### src/rtl/ovl_mixer.sv
module ovl_mixer #(
  parameter int NWIN = 5,
  parameter int CW   = 11,
  parameter int CHW  = 8,
  parameter int AW   = 4
) (
  input  logic                    clk,
  input  logic                    rst_n,
  input  logic                    cfg_we,
  input  logic [2:0]              cfg_win,
  input  logic [2:0]              cfg_sel,
  input  logic [31:0]             cfg_data,
  input  logic                    pix_valid,
  input  logic [CW-1:0]           pix_x,
  input  logic [CW-1:0]           pix_y,
  input  logic [NWIN*3*CHW-1:0]   pix_data,
  output logic                    out_valid,
  output logic [3*CHW-1:0]        out_rgb
);
  localparam int PW   = 3 * CHW;
  localparam int PRW  = CHW + AW;
  localparam int AMAX = (1 << AW) - 1;

  logic [NWIN-1:0]               win_en, key_en, hit;
  logic [NWIN-1:0][CW-1:0]       lx, ty, rx, by;
  logic [NWIN-1:0][3*AW-1:0]     alpha;
  logic [NWIN-1:0][PW-1:0]       key_val;
  logic [PW-1:0]                 mix;

  wire upper = cfg_win != '0;

  function automatic logic [CHW-1:0] blend(input logic [AW-1:0] a,
                                           input logic [CHW-1:0] t,
                                           input logic [CHW-1:0] b);
    logic [PRW-1:0] s;
    s = PRW'(a) * PRW'(t) + PRW'(AW'(AMAX) - a) * PRW'(b);
    return CHW'(s / PRW'(AMAX));
  endfunction

  always_ff @(posedge clk or negedge rst_n) begin
    if (!rst_n) begin
      win_en  <= '0;
      key_en  <= '0;
      lx      <= '0;
      ty      <= '0;
      rx      <= '0;
      by      <= '0;
      alpha   <= '1;
      key_val <= '0;
    end else if (cfg_we && int'(cfg_win) < NWIN) begin
      case (cfg_sel)
        3'd0: begin
          win_en[cfg_win] <= cfg_data[0];
          if (upper) key_en[cfg_win] <= cfg_data[1];
        end
        3'd1: begin
          lx[cfg_win] <= cfg_data[CW-1:0];
          ty[cfg_win] <= cfg_data[16+:CW];
        end
        3'd2: begin
          rx[cfg_win] <= cfg_data[CW-1:0];
          by[cfg_win] <= cfg_data[16+:CW];
        end
        3'd3: if (upper) alpha[cfg_win] <= cfg_data[3*AW-1:0];
        3'd4: if (upper) key_val[cfg_win] <= cfg_data[PW-1:0];
        default: ;
      endcase
    end
  end

  always_comb begin
    for (int w = 0; w < NWIN; w++)
      hit[w] = win_en[w] &&
               pix_x >= lx[w] && pix_x <= rx[w] &&
               pix_y >= ty[w] && pix_y <= by[w] &&
               !(key_en[w] && pix_data[w*PW +: PW] == key_val[w]);
  end

  always_comb begin
    mix = '0;
    if (hit[0]) mix = pix_data[0 +: PW];
    for (int w = 1; w < NWIN; w++)
      if (hit[w])
        for (int c = 0; c < 3; c++)
          mix[c*CHW +: CHW] = blend(alpha[w][c*AW +: AW],
                                    pix_data[w*PW + c*CHW +: CHW],
                                    mix[c*CHW +: CHW]);
  end

  always_ff @(posedge clk or negedge rst_n) begin
    if (!rst_n) begin
      out_valid <= 1'b0;
      out_rgb   <= '0;
    end else begin
      out_valid <= pix_valid;
      out_rgb   <= pix_valid ? mix : '0;
    end
  end
endmodule

### config.mk
export PLATFORM = sky130hd
export DESIGN_NAME = ovl_mixer
export DESIGN_NICKNAME = d
export VERILOG_FILES = /design/src/rtl/ovl_mixer.sv
export SDC_FILE = /design/constraint.sdc
export NUM_CORES = 2
export LEC_CHECK = 0
export BUFFER_PORTS_ARGS = -buffer_cell sky130_fd_sc_hd__clkbuf_2
export CORE_ASPECT_RATIO = 1.4
export CORE_MARGIN = 8
export CORE_UTILIZATION = 38
export DETAILED_ROUTE_END_ITERATION = 8
export GPL_ROUTABILITY_DRIVEN = 0
export PLACE_DENSITY_LB_ADDON = 0.15
export SYNTH_ARGS = -nofsm -noshare
export SYNTH_HDL_FRONTEND = slang
export SYNTH_SLANG_ARGS = --single-unit
export TNS_END_PERCENT = 1
### constraint.sdc
create_clock -name clk -period 42.1 [get_ports clk]
set_clock_uncertainty 0.15 [all_clocks]
set_input_delay 6.315 -clock clk [delete_from_list [all_inputs] [get_ports clk]]
set_output_delay 6.315 -clock clk [all_outputs]
set_load 0.01 [all_outputs]
==> impl_metrics.env <==
export IMPL_status="completed"
export IMPL_ctsHoldBuffers=0
export IMPL_clock_latency_ns=0.68
export IMPL_cp_max_fo=27
export IMPL_max_freq_ghz=0.02498
export IMPL_rr_startpoint="rx[1]"
export IMPL_cp_arrival_ns=40.44
export IMPL_synth_avg_cell_area_sq_um=8.581
export IMPL_overflow=0
export IMPL_critical_path_top_delay_family="compound AO/OA/AOI/OAI gates"
export IMPL_cp_slowest_cell="or4_1"
export IMPL_async_flop_share=1.000
export IMPL_die_x_um=353.5
export IMPL_cpMostUsedCell="fa_1"
export IMPL_crit_path_start="pix_x[1]"
export IMPL_cp_required_ns=42.50
export IMPL_routedWlPerCell_um=20.54
export IMPL_yosys_top_cells_count="inv_1, nor2_1, nand2_1"
export IMPL_critPathCapture="out_rgb[0]"
export IMPL_routed_wirelength_um=191700
export IMPL_via_per_inst=5.537
export IMPL_drive_gt1_frac=0.1298
export IMPL_dr_pass1_iters=5
export IMPL_critPathBufInv=13
export IMPL_worstReg2RegEnd="out_rgb[0]"
export IMPL_cts_tree="built"
export IMPL_ys_seq_area_frac=0.1757
export IMPL_track_usage=0.2184
export IMPL_ys_dominant_reg_cell="dfrtp_1"
export IMPL_powerDensity_nw_per_um2=29.36
export IMPL_via_count=51670
export IMPL_cts_buffer_depth=3
export IMPL_final_cells=9332
export IMPL_postRouteAntennaNets=0
export IMPL_path_clk_slew_ns=0.06
export IMPL_ys_top_cells_by_area="fa_1, dfrtp_1, ha_1, inv_1, mux2_2"
export IMPL_hold_viol=0
export IMPL_drtIter0Drc=3181
export IMPL_initial_utilization=0.3819
export IMPL_r2r_cells=129
export IMPL_grt_pass1_wl_um=302100
export IMPL_fillers=16100
export IMPL_rows=173
export IMPL_tightest_slew_ns=1.179
export IMPL_setup_tns_ns=0
export IMPL_setup_viol=0
export IMPL_antenna_found_initial=53
export IMPL_area_delta_synth_final_pct=9.006
export IMPL_numPlacedInstances=9206
export IMPL_hold_path_class="flop to flop"
export IMPL_syn_area_sq_um=60600
export IMPL_pin_count=209
export IMPL_synth_cells=7062
export IMPL_grt_max_degree=118
export IMPL_grt_pass1_vias=52910
export IMPL_numCtsBuffers=53
export IMPL_peakVddDrop_v=0.00003183
export IMPL_worstSetupPathType="input pin to flop"
export IMPL_ys_warn_count=0
export IMPL_ys_ff_latch=423
export IMPL_slew_headroom=0.2137
export IMPL_fin_crit_ns=40.04
export IMPL_rrSetupSlack_ns=7.72
export IMPL_ctsResizeCount=0
export IMPL_portBuffers=203
export IMPL_die_area_sq_um=172700
export IMPL_synth_most_common_cell="inv_1"
export IMPL_final_max_slew_viol_count=0
export IMPL_dpl_hpwl_um=148100
export IMPL_critPathLaunchType="input pin"
export IMPL_rsz0062_at_grt="no"
export IMPL_end_kind="flop"
export IMPL_cts_setup_buffers=0
export IMPL_drc=0
export IMPL_cts_sinks=423
export IMPL_synth_fp_nets=8330
export IMPL_nets=8429
export IMPL_synth_edf_count=0
export IMPL_ys_types=132
export IMPL_yosysTopAreaCellShare=0.1665
export IMPL_core_sq_um=158700
export IMPL_cp_depth=129
export IMPL_leakagePower_nw=32.90
export IMPL_max_cap_viol_count=0
export IMPL_yosys_area_top_type="fa_1"
export IMPL_h_tree_depth=2
export IMPL_cpPeakStageDelay_ns=0.61
export IMPL_finalCritPeriodShare=0.9510
export IMPL_ctsRootBufferMaster="clkbuf_16"
export IMPL_dieHeight_um=488.5
[flip-flops by register name (all words and copies together), names as in the netlist]
name	count
by	55
alpha	48
lx	55
key_val	120
out_rgb	24
ty	55
rx	55
key_en	5
win_en	5
out_valid	1
[worst reg2reg max path, delay by kind of cell, from the launching register on]
family                   cells  cell delay (ns)
XOR/XNOR                     2             0.52
multiplexers                 1             0.23
buffers and inverters       13             1.24
AND/OR/NAND/NOR             34             8.76
adder cells (fa/ha/maj)     26            10.42
AO/OA/AOI/OAI               53            12.58
flip-flops                   1             0.36
[metrics by stage]
| stage | worst slack (ns) | hold slack, ns | total power [W] | cell area [sq um] | util |
|---|---|---|---|---|---|
| after global routing | 0.01905 | 0.2523 | 0.002089 | 66000 | 0.4160 |
| final | 2.063 | 0.2300 | 0.001939 | 66060 | 0.4163 |
| after floorplan | 4.907 | 0.2787 | 0.001198 | 60600 | - |
| after CTS | 1.851 | 0.2320 | 0.001951 | 65900 | 0.4154 |
| after detailed placement | 1.336 | 0.2186 | 0.001459 | 64110 | 0.4041 |
| after global placement | 1.654 | 0.2163 | 0.001446 | 64110 | 0.4041 |
[layout by cell type, fill, tap and decap left out, types with 124 or more instances in the layout]
master,netlist,final
a21oi_1,240,240
and2_1,189,189
clkbuf_2,2,202
dfrtp_1,375,375
fa_1,504,504
ha_1,580,580
inv_1,953,951
mux2_2,295,295
nand2_1,593,593
nand3_1,124,124
nor2_1,608,603
o21a_1,161,161
o21ai_0,324,323
xnor2_1,205,203
[layer usage]
metal	up-vias	wire, um	GRT usage
li1	24520	-	-
met1	25650	79040	0.2673
met2	1125	93290	0.3855
met3	346	11690	0.03973
met4	36	7475	0.07413
met5	-	234	0
[worst min path at each step]
stage	from	to	cells after the start
2_1_floorplan	key_en[0]	key_en[0]	1
3_3_place_gp	key_en[0]	key_en[0]	0
3_5_place_dp	key_en[0]	key_en[0]	0
4_1_cts	key_en[0]	key_en[0]	0
5_1_grt	key_val[12]	key_val[12]	0
6_report	key_en[0]	key_en[0]	0
[layout make-up]
type | instances | area (sq um) | share of cell area
Timing Repair Buffer | 324 | 1934 | 0.02928
Clock inverter | 20 | 222.7 | 0.003371
Antenna cell | 26 | 65.06 | 0.0009849
Multi-Input combinational cell | 5403 | 45400 | 0.6873
Sequential cell | 423 | 10650 | 0.1611
Tap cell | 2100 | 2628 | 0.03978
Inverter | 956 | 3596 | 0.05444
Clock buffer | 80 | 1568 | 0.02373
[kinds of logic (layout without fill, tap and decap cells)]
kind of cell             count (synthesis)  in the layout  synth area share
XOR/XNOR                               311            311           0.04726
flip-flops                             423            423            0.1757
AND/OR/NAND/NOR                       2148           2148            0.1720
other                                    0             26                 0
AO/OA/AOI/OAI                         1505           1505            0.1762
adder cells (fa/ha/maj)               1109           1109            0.2904
buffers and inverters                 1236           1380           0.07753
multiplexers                           330            330           0.06091
[power by group]
group	total, W	internal (W)	switching, W
logic	0.000967	0.000381	0.000586
registers	0.000497	0.000456	0.0000413
clock network	0.000475	0.000267	0.000208
(Power assumes the default switching activity.)
